$ cat src/rtl/radix4_modmul.sv
module radix4_modmul #(
  parameter int N_BITS   = 64,
  parameter int EST_BITS = 6
) (
  input  logic              clk,
  input  logic              rst_n,
  input  logic              start,
  input  logic [N_BITS-1:0] op_a,
  input  logic [N_BITS-1:0] op_b,
  input  logic [N_BITS-1:0] modulus,
  output logic              done,
  output logic [N_BITS-1:0] product
);

  localparam int W    = N_BITS + 5;
  localparam int T    = N_BITS - EST_BITS;
  localparam int VE_W = W - T;
  localparam int ITER = N_BITS / 2;
  localparam int CW   = (ITER > 2) ? $clog2(ITER) : 1;

  typedef enum logic [2:0] {IDLE, PRE, LOOP, CPA, FIX} st_t;

  st_t               st_q;
  logic [CW-1:0]     cnt_q;
  logic [N_BITS-1:0] a_q, b_q, n_q;
  logic [W-1:0]      a3_q, n3_q, s_q, c_q, rsum_q;

  logic [W-1:0] a_w, n_w;
  assign a_w = W'(a_q);
  assign n_w = W'(n_q);

  // partial product row: 4R + digit*A
  logic [1:0]   dig;
  logic [W-1:0] xa, x4s, x4c, s1, c1, maj1;
  assign dig = b_q[N_BITS-1 -: 2];
  assign x4s = s_q << 2;
  assign x4c = c_q << 2;

  always_comb begin
    case (dig)
      2'd0:    xa = '0;
      2'd1:    xa = a_w;
      2'd2:    xa = a_w << 1;
      default: xa = a3_q;
    endcase
  end

  assign s1   = x4s ^ x4c ^ xa;
  assign maj1 = (x4s & x4c) | (x4s & xa) | (x4c & xa);
  assign c1   = maj1 << 1;

  // quotient estimate from top bits only
  logic [VE_W-1:0]     ve, th, th9;
  logic [EST_BITS:0]   nt1;
  logic [3:0]          q;
  assign ve  = s1[W-1:T] + c1[W-1:T];
  assign nt1 = {1'b0, n_q[N_BITS-1 -: EST_BITS]} + (EST_BITS+1)'(1);
  assign th9 = VE_W'(nt1) * VE_W'(9);

  always_comb begin
    q  = '0;
    th = '0;
    for (int k = 1; k <= 8; k++) begin
      th = VE_W'(nt1) * VE_W'(k);
      if ($signed(ve) >= $signed(th)) q = q + 4'd1;
    end
  end

  // subtract q*N as (q[1:0])*N + (q[3:2])*4N in two carry-save rows
  logic [W-1:0] m_lo, m_hi, s2, c2, maj2, s3, c3, maj3;

  always_comb begin
    case (q[1:0])
      2'd0:    m_lo = '0;
      2'd1:    m_lo = n_w;
      2'd2:    m_lo = n_w << 1;
      default: m_lo = n3_q;
    endcase
    if (q[3])      m_hi = n_w << 3;
    else if (q[2]) m_hi = n_w << 2;
    else           m_hi = '0;
  end

  assign s2   = s1 ^ c1 ^ ~m_lo;
  assign maj2 = (s1 & c1) | (s1 & ~m_lo) | (c1 & ~m_lo);
  assign c2   = W'({maj2, 1'b1});
  assign s3   = s2 ^ c2 ^ ~m_hi;
  assign maj3 = (s2 & c2) | (s2 & ~m_hi) | (c2 & ~m_hi);
  assign c3   = W'({maj3, 1'b1});

  always_ff @(posedge clk or negedge rst_n) begin
    if (!rst_n) begin
      st_q    <= IDLE;
      cnt_q   <= '0;
      a_q     <= '0;
      b_q     <= '0;
      n_q     <= '0;
      a3_q    <= '0;
      n3_q    <= '0;
      s_q     <= '0;
      c_q     <= '0;
      rsum_q  <= '0;
      done    <= 1'b0;
      product <= '0;
    end else begin
      done <= 1'b0;
      case (st_q)
        IDLE: if (start) begin
          a_q  <= op_a;
          b_q  <= op_b;
          n_q  <= modulus;
          st_q <= PRE;
        end
        PRE: begin
          a3_q  <= a_w + (a_w << 1);
          n3_q  <= n_w + (n_w << 1);
          s_q   <= '0;
          c_q   <= '0;
          cnt_q <= '0;
          st_q  <= LOOP;
        end
        LOOP: begin
          s_q   <= s3;
          c_q   <= c3;
          b_q   <= b_q << 2;
          cnt_q <= cnt_q + CW'(1);
          if (cnt_q == CW'(ITER - 1)) st_q <= CPA;
        end
        CPA: begin
          rsum_q <= s_q + c_q;
          st_q   <= FIX;
        end
        default: begin
          product <= (rsum_q >= n_w) ? N_BITS'(rsum_q - n_w) : N_BITS'(rsum_q);
          done    <= 1'b1;
          st_q    <= IDLE;
        end
      endcase
    end
  end

  AST_START_TAKEN: assert property (@(posedge clk) disable iff (!rst_n)
    (st_q == IDLE && start) |=> (st_q == PRE));

  AST_EST_NO_SATURATE: assert property (@(posedge clk) disable iff (!rst_n)
    (st_q == LOOP) |-> ($signed(ve) < $signed(th9)));

  AST_REM_BOUNDED: assert property (@(posedge clk) disable iff (!rst_n)
    (st_q == FIX) |-> (rsum_q < (n_w << 1)));

  AST_RESULT_REDUCED: assert property (@(posedge clk) disable iff (!rst_n)
    done |-> (product < n_q));

  AST_DONE_SINGLE: assert property (@(posedge clk) disable iff (!rst_n)
    done |=> !done);

  AST_PRODUCT_HELD: assert property (@(posedge clk) disable iff (!rst_n)
    !$stable(product) |-> done);

endmodule

$ cat config.mk
export PLATFORM = sky130hd
export DESIGN_NAME = radix4_modmul
export DESIGN_NICKNAME = d
export VERILOG_FILES = /design/src/rtl/radix4_modmul.sv
export SDC_FILE = /design/constraint.sdc
export NUM_CORES = 2
export LEC_CHECK = 0
export ABC_AREA = 0
export BUFFER_PORTS_ARGS = -buffer_cell sky130_fd_sc_hd__buf_4
export CAP_MARGIN = 20
export CORE_MARGIN = 2
export CORE_UTILIZATION = 40
export DETAILED_ROUTE_END_ITERATION = 10
export GPL_ROUTABILITY_DRIVEN = 0
export GPL_TIMING_DRIVEN = 0
export PLACE_DENSITY = 0.55
export SYNTH_ARGS = -nofsm -noshare
export SYNTH_HDL_FRONTEND = slang
export SYNTH_SLANG_ARGS = --single-unit
$ cat constraint.sdc
create_clock -name clk -period 9.17 [get_ports clk]
set_input_delay 0.917 -clock clk [delete_from_list [all_inputs] [get_ports clk]]
set_output_delay 0.917 -clock clk [all_outputs]
set_load 0.02 [all_outputs]
==> reports/metrics.csv <==
metric,value,unit
RSZ-0062 raised after global routing,yes,
FF-to-FF path depth,40,
Post-Synth XOR/XNOR Area,0.0499,
area fraction in compound gates after synthesis,0.223,
first-pass GRT wire length,267,mm
# port buffers,259,
CTS Buffer Depth,3,
post-route ant nets,0,
Residual DRC,0,
final setup fails,132,
Setup WS post-layout,-671,ps
Vias/cell,5.68,
Crit path buffers/inverters,6,
wire length per cell,23.8,µm
Tcrit/Tclk final,1.07,
share of post-route cells with drive strength above 1,0.179,
most numerous cell in the Yosys netlist,nand2_1,
Root Buffer,clkbuf_16,
mux cell area share after synthesis,0.0467,
Crit path arrival time,10400,ps
crit start category,register,
CP Capture Type,register,
gr usage total,0.289,
Synth top cells by count,"nand2_1 (974), dfrtp_1 (603), o21ai_0 (550), a21oi_1 (414), ha_1 (366)",
failing checks,negative setup slack,
synthesized area per cell,8.70,µm²
Post-synth EDFFs,0,
I/O pins,260,
Via Count,43400,
"Req. time, crit path",9730,ps
pin count of the biggest net entering global routing,111,
Period minus WS final,9840,ps
r2r setup slk,-670,ps
worst reg2reg path endpoint,s_q[32]$_DFFE_PN0P_,
Worst-Margin Slew,1300,ps
"top cells by area, synth","dfrtp_1 (31%), ha_1 (9.5%), fa_1 (8.5%)",
clock latency at the later pin of the worst-skew pair,710,ps
dominant synthesized flop cell,dfrtp_1,
Layout fillers,11600,
top-area cell type share of the netlist area,0.313,
cell area after layout,0.0585,mm²
"Clk pin slew, worst setup/hold paths",60,ps
Mapped Area,0.0483,mm²
DRT iter0 DRCs,3388,
Detailed Routing Iterations Pass 1,5,
die area,0.123,mm²
Die H,351,µm
WL final,182,mm
area added between synthesis and finish,21.3,%
RR Startpoint,b_q[62]$_DFFE_PN0P_,
Layout Skew,38.7,ps
cell taking the most area after synthesis,dfrtp_1,
die width,351,µm
Slew Limit Fails,0,
cell family with the largest share of critical-path delay,adder cells,
Synth Area in Simple Gates,0.137,
sequential cell area fraction in the yosys report,0.313,
Post-synth ARST share,1.00,
Worst slew margin,0.134,
clock sink count,603,
placed cell area,0.0526,mm²
Final Hold Viols,0,
WS Path Type,register to register,
largest family of logic cells by synthesized area,compound AO/OA/AOI/OAI gates,
GRT overflow,0,
H-tree Lvls,3,
synthesis warning total,0,
vias in the first global route,41900,
Core ar.,0.120,mm²
Yosys cell types,83,
row count,127,
CTS tree,built,
critical path's slowest cell,fa_2,
initial antenna violation count,5,
register bit count reported by yosys,603,
Synth Instances,5550,
post-layout net count,6739,
Crit path largest cell delay,550,ps
adder-cell area share of the yosys netlist,0.181,
status,finished with violations,
HPWL Detailed,141,mm
Initial Util,0.403,
CTS Buf Count,77,
CP Max Fanout,6,
syn nets,6317,
fmax,102,MHz
worst hold-check path type,input port to asynchronous set/reset pin,
maxcap violations,0,
-- cell usage in the layout, fill, tap and decap left out, types with 17 or more instances in the layout --
master     netlist  routed
fa_1           206     137
nor3_1          36      35
nor2b_1         55      54
and2_1          20      19
clkbuf_1       273     249
nand3_1         55      54
a21oi_1        414     301
clkbuf_8         0      17
nor2_1         178     177
inv_1          321     262
mux2_2         130     126
a21oi_4          0      42
ha_1           366     354
o21ai_2          0      45
inv_2            0      57
o21ai_0        550     424
nand2b_1        29      28
fa_2             0      69
o21bai_1        47      46
xnor2_1        152     144
o21a_1          27      27
o31ai_1         26      26
a22o_1          67      64
buf_8            0      17
a31oi_1         99      97
dfrtp_1        603     602
xor2_1         121     118
clkbuf_16        0      97
mux2i_1         79      61
a211oi_1        28      25
buf_4            1     307
o21ai_1         14      95
a21oi_2          0      71
a21o_1         258     257
nand4_1         68      68
nand2_2          0      18
and3_1          31      31
a22oi_1         65      64
nand2_4          0      23
nand2_1        974     933
-- worst max-delay path by stage --
stage	end	cells after the start	startpoint
after floorplan	s_q[57]$_DFFE_PN0P_	42	b_q[62]$_DFFE_PN0P_
after global placement	s_q[15]$_DFFE_PN0P_	40	b_q[63]$_DFFE_PN0P_
after detailed placement	s_q[12]$_DFFE_PN0P_	42	b_q[63]$_DFFE_PN0P_
after CTS	s_q[12]$_DFFE_PN0P_	41	b_q[62]$_DFFE_PN0P_
after global routing	s_q[42]$_DFFE_PN0P_	41	b_q[62]$_DFFE_PN0P_
final	s_q[32]$_DFFE_PN0P_	40	b_q[62]$_DFFE_PN0P_
-- registers in the layout (all words and copies together) (netlist names) --
| signal | flops |
|---|---|
| a3_q | 66 |
| a_q | 64 |
| b_q | 64 |
| c_q | 68 |
| cnt_q | 5 |
| done | 1 |
| n3_q | 66 |
| n_q | 64 |
| product | 64 |
| rsum_q | 69 |
| s_q | 69 |
| st_q | 3 |
-- metal layers --
layer	GRT usage	part of all wire	vias to the layer above
met1	0.391	0.43	21400
met3	0.0613	0.080	285
met2	0.451	0.45	1430
met5	0	0.000055	-
met4	0.113	0.044	2
li1	-	-	20400
-- worst reg2reg max path: cells and delay by family, from the launching register on --
kind,cells,cell delay [ps]
DFF,1,380
AOI/OAI and AO/OA,13,2680
muxes,4,1080
xor gates and xnor gates,2,290
and+or+nand+nor,4,440
buffers and inverters,6,930
adders and majority gates,11,3880
-- metrics by stage --
stage	util	cells	setup TNS (ps)	worst slack [ps]	hold slack, ps
2_1_floorplan	-	5550	0	11.8	439
3_3_place_gp	0.437	7421	-613070	-4600	455
3_5_place_dp	0.439	7434	-356920	-2930	459
4_1_cts	0.478	7614	-61340	-603	241
5_1_grt	0.489	7640	-104980	-976	272
6_report	0.489	7643	-64770	-671	226
-- layout make-up --
type / count / area (µm²) / share of cell area
multi-input cells: 4319 / 32700 / 0.558
flip-flops and latches: 603 / 15100 / 0.258
repair buffers: 347 / 3070 / 0.0525
clock buffers: 103 / 2190 / 0.0375
well taps: 1612 / 2020 / 0.0344
plain buffers: 303 / 1680 / 0.0286
inverters: 321 / 1210 / 0.0207
clock inverters: 32 / 606 / 0.0103
diodes: 3 / 7.51 / 0.000128
-- cell families (layout without fill, tap and decap cells) --
| family | count (synthesis) | in the layout |
|---|---|---|
| AO/OA/AOI/OAI | 1738 | 1738 |
| AND/OR/NAND/NOR | 1525 | 1525 |
| buffers and inverters | 628 | 1106 |
| flip-flops | 603 | 603 |
| adder cells (fa/ha/maj) | 573 | 573 |
| XOR/XNOR | 274 | 274 |
| multiplexers | 209 | 209 |
| other | 0 | 3 |
-- timing repair --
action	in CTS	in global routing
cloned	9	6
setup endpoints to repair	133	133
resized for setup	386	346
hold buffers	0	0
pin swaps	103	154
setup buffers	39	21
Power is not shown: default switching activity piles up to over one toggle a cycle in this logic, so the estimate is an artifact.
